<file path="config.mk">
export PLATFORM = sky130hd
export DESIGN_NAME = mailbox_ctrl
export DESIGN_NICKNAME = d
export VERILOG_FILES = /design/src/rtl/mailbox_ctrl.sv
export SDC_FILE = /design/constraint.sdc
export NUM_CORES = 1
export LEC_CHECK = 0
export BUFFER_PORTS_ARGS = -buffer_cell sky130_fd_sc_hd__buf_2
export CORE_ASPECT_RATIO = 0.75
export CORE_MARGIN = 5
export CORE_UTILIZATION = 42
export CTS_CLUSTER_SIZE = 28
export DETAILED_ROUTE_END_ITERATION = 12
export PLACE_DENSITY = 0.67
export RECOVER_POWER = 100
export SLEW_MARGIN = 20
export SYNTH_ARGS = -nofsm -noshare
export SYNTH_HDL_FRONTEND = slang
export SYNTH_SLANG_ARGS = --single-unit
export TNS_END_PERCENT = 1
</file>
<file path="constraint.sdc">
create_clock -name clk -period 3.45 [get_ports clk]
set_input_delay 0.69 -clock clk [delete_from_list [all_inputs] [get_ports clk]]
set_output_delay 0.69 -clock clk [all_outputs]
set_load 0.02 [all_outputs]
</file>
<file path="src/rtl/mailbox_ctrl.sv">
module mailbox_ctrl #(
  parameter int NFIFO = 4,
  parameter int NUSER = 3,
  parameter int DEPTH = 4,
  parameter logic [31:0] REV = 32'h0000_0102
) (
  input  logic              clk,
  input  logic              rst_n,
  input  logic              bus_en,
  input  logic              bus_wr,
  input  logic [11:0]       bus_addr,
  input  logic [31:0]       bus_wdata,
  output logic [31:0]       bus_rdata,
  output logic [NUSER-1:0]  irq
);
  localparam int PW = (DEPTH > 1) ? $clog2(DEPTH) : 1;
  localparam int CW = $clog2(DEPTH + 1);
  localparam int EW = 2 * NFIFO;

  logic [31:0]   mem  [NFIFO][DEPTH];
  logic [PW-1:0] wp   [NFIFO];
  logic [PW-1:0] rp   [NFIFO];
  logic [CW-1:0] cnt  [NFIFO];
  logic [EW-1:0] stat [NUSER];
  logic [EW-1:0] ena  [NUSER];

  wire       aln   = bus_addr[1:0] == 2'b00;
  wire       rd    = bus_en & ~bus_wr;
  wire       wr    = bus_en & bus_wr;
  wire [1:0] grp   = bus_addr[7:6];
  wire [3:0] idx   = bus_addr[5:2];
  wire [3:0] usr   = bus_addr[7:4];
  wire [1:0] sub   = bus_addr[3:2];
  wire       f_area = aln && bus_addr[11:8] == 4'h0;
  wire       u_area = aln && bus_addr[11:8] == 4'h1;

  logic [NFIFO-1:0] rd_sel, wr_sel, push_ok, pop_ok, is_full;
  logic [NUSER-1:0] stat_wr, ena_wr, ena_clr;
  logic [EW-1:0]    evset;

  always_comb begin
    for (int m = 0; m < NFIFO; m++) begin
      is_full[m]  = cnt[m] == CW'(DEPTH);
      rd_sel[m]   = rd && f_area && grp == 2'd1 && idx == 4'(m);
      wr_sel[m]   = wr && f_area && grp == 2'd1 && idx == 4'(m);
      push_ok[m]  = wr_sel[m] && !is_full[m];
      pop_ok[m]   = rd_sel[m] && cnt[m] != '0;
      evset[2*m]   = push_ok[m];
      evset[2*m+1] = pop_ok[m] && is_full[m];
    end
    for (int u = 0; u < NUSER; u++) begin
      stat_wr[u] = wr && u_area && usr == 4'(u) && sub == 2'd1;
      ena_wr[u]  = wr && u_area && usr == 4'(u) && sub == 2'd2;
      ena_clr[u] = wr && u_area && usr == 4'(u) && sub == 2'd3;
    end
  end

  always_ff @(posedge clk) begin
    for (int m = 0; m < NFIFO; m++)
      if (push_ok[m]) mem[m][wp[m]] <= bus_wdata;
  end

  always_ff @(posedge clk) begin
    if (!rst_n) begin
      for (int m = 0; m < NFIFO; m++) begin
        wp[m] <= '0; rp[m] <= '0; cnt[m] <= '0;
      end
      for (int u = 0; u < NUSER; u++) begin
        stat[u] <= '0; ena[u] <= '0;
      end
    end else begin
      for (int m = 0; m < NFIFO; m++) begin
        if (push_ok[m]) begin
          wp[m]  <= (wp[m] == PW'(DEPTH-1)) ? '0 : wp[m] + 1'b1;
          cnt[m] <= cnt[m] + 1'b1;
        end else if (pop_ok[m]) begin
          rp[m]  <= (rp[m] == PW'(DEPTH-1)) ? '0 : rp[m] + 1'b1;
          cnt[m] <= cnt[m] - 1'b1;
        end
      end
      for (int u = 0; u < NUSER; u++) begin
        stat[u] <= (stat[u] & ~(stat_wr[u] ? bus_wdata[EW-1:0] : '0)) | evset;
        if (ena_wr[u])       ena[u] <= bus_wdata[EW-1:0];
        else if (ena_clr[u]) ena[u] <= ena[u] & ~bus_wdata[EW-1:0];
      end
    end
  end

  always_comb begin
    bus_rdata = '0;
    if (f_area) begin
      if (grp == 2'd0 && idx == 4'd0) bus_rdata = REV;
      for (int m = 0; m < NFIFO; m++)
        if (idx == 4'(m))
          case (grp)
            2'd1:    bus_rdata = (cnt[m] != '0) ? mem[m][rp[m]] : '0;
            2'd2:    bus_rdata = {31'b0, is_full[m]};
            2'd3:    bus_rdata = 32'(cnt[m]);
            default: ;
          endcase
    end else if (u_area) begin
      for (int u = 0; u < NUSER; u++)
        if (usr == 4'(u))
          case (sub)
            2'd1:    bus_rdata = 32'(stat[u]);
            2'd2,
            2'd3:    bus_rdata = 32'(ena[u]);
            default: ;
          endcase
    end
  end

  always_comb
    for (int u = 0; u < NUSER; u++) irq[u] = |(stat[u] & ena[u]);

  for (genvar m = 0; m < NFIFO; m++) begin : g_fifo_chk
    p_count_bound_r6: assert property (@(posedge clk) disable iff (!rst_n)
      cnt[m] <= CW'(DEPTH));
    p_full_drop_r6: assert property (@(posedge clk) disable iff (!rst_n)
      (wr_sel[m] && is_full[m]) |=> is_full[m]);
    p_empty_pop_r7: assert property (@(posedge clk) disable iff (!rst_n)
      (rd_sel[m] && cnt[m] == '0) |=> cnt[m] == '0);
    for (genvar u = 0; u < NUSER; u++) begin : g_usr
      p_newmsg_set_r8: assert property (@(posedge clk) disable iff (!rst_n)
        push_ok[m] |=> stat[u][2*m]);
      p_notfull_set_r9: assert property (@(posedge clk) disable iff (!rst_n)
        (pop_ok[m] && is_full[m]) |=> stat[u][2*m+1]);
    end
  end

  for (genvar u = 0; u < NUSER; u++) begin : g_usr_chk
    for (genvar b = 0; b < EW; b++) begin : g_bit
      p_w1c_clear_r10: assert property (@(posedge clk) disable iff (!rst_n)
        (stat_wr[u] && bus_wdata[b]) |=> !stat[u][b]);
      p_w0_keep_r10: assert property (@(posedge clk) disable iff (!rst_n)
        (stat_wr[u] && !bus_wdata[b]) |=> stat[u][b] == $past(stat[u][b]));
    end
  end
endmodule

</file>
==> results.yml <==
setup_path:
  reg2reg_slack_ps: 710
  crit_type: "reg -> out"
  critPathTopFamily: "multiplexers"
  cpMaxStageDelayCell: "mux4_2"
  slowest_delay_ps: 590
  rr_worst_depth: 6
  cp.required_ps: 2760
  arrival_ps: 2780
  crit_end: "bus_rdata[2]"
  timing.rr.end: "mem[0][50]"
  end_kind: "primary output"
  path_depth: 7
  cp-start-kind: "flop"
  reg2reg_from: "cnt[0][1]"
  path_max_fanout: 11
  path_cells: "buf_4 -> mux4_2 -> a22oi_1 -> nand3_1 -> a21oi_1 -> o31ai_1 -> buf_2"
  crit_buf_inv: 2
  crit_path_start: "rp[0][0]"
yosys:
  synth_fa_ha_area_frac: 0.0144
  syn_inst: 1330
  synth.area.mux_share: 0.124
  ys_types: 59
  synth_edf_count: 564
  avgSynthCellArea_um2: 18.1
  synth-seq-cells: 588
  synth_seq_area_share: 0.723
  synth-xor-area-share: 0.00109
  synth_top_family_by_area: "multiplexers"
  syn_nets: 1404
  synthArstFlopShare: 0
  yosysWarnings: 0
  syn_area_um2: 24100
  synth_compound_area_frac: 0.0643
  synth-simple-area-share: 0.0538
  ys.flop_type: "edfxtp_1"
sta:
  rsz0062_at_grt: "yes"
  worst_pin_slew_ps: 1310
  hold_viol: 0
  setup_tns_ps: -15.3
  setup_slack_ps: -15.3
  fmax_mhz: 289
  clock_skew_ps: 12.9
  maxSlewViolCount: 0
  timing.final.crit_share: 1.00
  maxSlewHeadroom: 0.126
  setup-violations-final: 1
  timing.final.crit_period_ps: 3470
cts:
  cts_tree: "built"
  clk_latency_ps: 610
  cts_buffer_depth: 3
  cts_made_buffers: 56
  clock-sinks: 588
  hold_buffers: 0
  htreeDepth: 2
  root_buffer: "clkbuf_16"
  clkTransAtPathRegs_ps: 60
grt:
  grt_pass1_wl_mm: 87.0
  grt_pass1_vias: 13500
  antenna_found_initial: 1
  globalRouteTotalUtil: 0.185
  grt-ovfl-total: 0
  grt_start_max_net_pins: 40
route:
  met3_length_mm: 4.60
  m1WireLength_mm: 25.2
  drt-pass1-iter-count: 5
  ant_nets: 0
  routed-wl-met2_mm: 27.0
  drt-initial-drc-count: 1492
  wirelength_mm: 57.9
  wl_per_cell_um: 25.6
  dr.max_layer_used: "met5"
  drcViolationCount: 0
  vias: 13400
  vias_per_cell: 5.91
die:
  ioPinCount: 83
  start_util: 0.422
  die-area_um2: 62300
  die_w_um: 286
  die_y_um: 217
  core_um2: 57100
  rows: 76
min_path:
  min_delay_path_depth: 2
  hold_path_class: "reg -> reg"
power:
  p_per_area_nw_per_um2: 525
  ir_drop_v: 0.000412
  leakagePower_nw: 8.72
final_layout:
  final_common_cell: "edfxtp_1"
  area_delta_synth_final_pct: 14.3
  nNetsFinal: 1552
  drive_gt1_frac: 0.237
  fin_area_um2: 27500
  layout_common_cells: "edfxtp_1 (564), mux4_2 (128), nand2_1 (74), a22oi_1 (72), a21oi_1 (60)"
  final_cells: 2262
  diodes: 0
  fin_util: 0.482
status:
  outcome: "finished with violations"
  violations: "negative setup slack"
place:
  gp_congestion: 0.916
  hpwl_mm: 36.1
  placedCellCount: 2157
  port_buffers: 82
  dpl_cell_area_um2: 26000
  place_ws_ps: 81.3
run:
  maxCapViolations: 0
cell usage after synthesis, drive strengths merged, types with 4 or more instances:
library cell	instances	area, um^2
nor3b	10	80.1
nand2b	9	56.3
a211oi	8	60.1
mux2i	8	80.1
nor4b	6	104
inv	21	78.8
o22ai	8	50.1
ha	23	288
nand3	22	120
nor3	18	110
nand2	74	278
a21o	4	30.0
mux4	128	2880
a22oi	73	548
o31ai	5	42.5
edfxtp	564	16900
dfxtp	24	480
nand4	7	43.8
o21ai	45	225
and3	7	43.8
buf	53	265
nand3b	9	67.6
a21oi	64	320
nor4	4	46.3
or3	5	36.3
a22o	8	70.1
clkbuf	30	113
a221oi	9	78.8
a31oi	9	56.3
and2	20	125
nor2	29	109
or2	4	25.0
layer usage:
metal | track usage | vias to the layer above
met5 | 0 | -
met4 | 0.0433 | 2
met3 | 0.0313 | 79
met2 | 0.289 | 571
met1 | 0.276 | 6970
li1 | - | 5736
worst min path at each step:
stage                              from     endpoint  slack [ps]
final                        stat[0][7]   stat[0][7]         500
after global routing         stat[0][7]   stat[0][7]         510
after CTS                 bus_wdata[22]   mem[1][86]         430
after detailed placement     stat[0][7]   stat[0][7]         480
after global placement       stat[0][7]   stat[0][7]         470
after floorplan             stat[0][15]  stat[0][15]         460
worst reg2reg max path: cells and delay by family (launching register included):
kind                   cells  cell delay [ps]
buffers and inverters      2             1270
flip-flops                 1              460
AND/OR/NAND/NOR            4              580
through the flow:
stage          total power (W)  hold WS (ps)
2_1_floorplan          0.00827           460
3_3_place_gp           0.00850           475
3_5_place_dp           0.00852           481
4_1_cts                 0.0146           426
5_1_grt                 0.0150           510
6_report                0.0145           498
report_power, final:
group	total, W	leakage, nW	internal (W)	switching [W]
combinational	0.000496	2.51	0.000182	0.000315
sequential	0.00787	5.32	0.00784	0.0000296
clock	0.00610	0.882	0.00352	0.00257
logic make-up (layout without fill, tap and decap cells):
family	Yosys count	count (layout)
flops	588	588
compound gates	241	241
simple gates	230	230
fa+ha+maj	26	26
xor+xnor	3	3
mux	138	138
buf+inv	104	295
sequential cells by signal, summed over array words and instances, names as in the netlist:
| name | count |
|---|---|
| rp | 8 |
| wp | 8 |
| cnt | 12 |
| mem | 512 |
| ena | 24 |
| stat | 24 |
layout make-up:
cell class	instances	area [um^2]
Inverter	21	78.8
Clock buffer	63	1450
Timing Repair Buffer	173	1060
Clock inverter	38	363
Tap cell	741	927
Fill cell	4750	29500
Multi-Input combinational cell	638	6230
Sequential cell	588	17400
what timing repair did:
action	CTS	global route
endpoints found under the setup margin	31	27
pin swaps	1	1
buffers inserted	4	0
gates resized for setup	11	4
No activity file was read; power rests on OpenSTA's default activity.
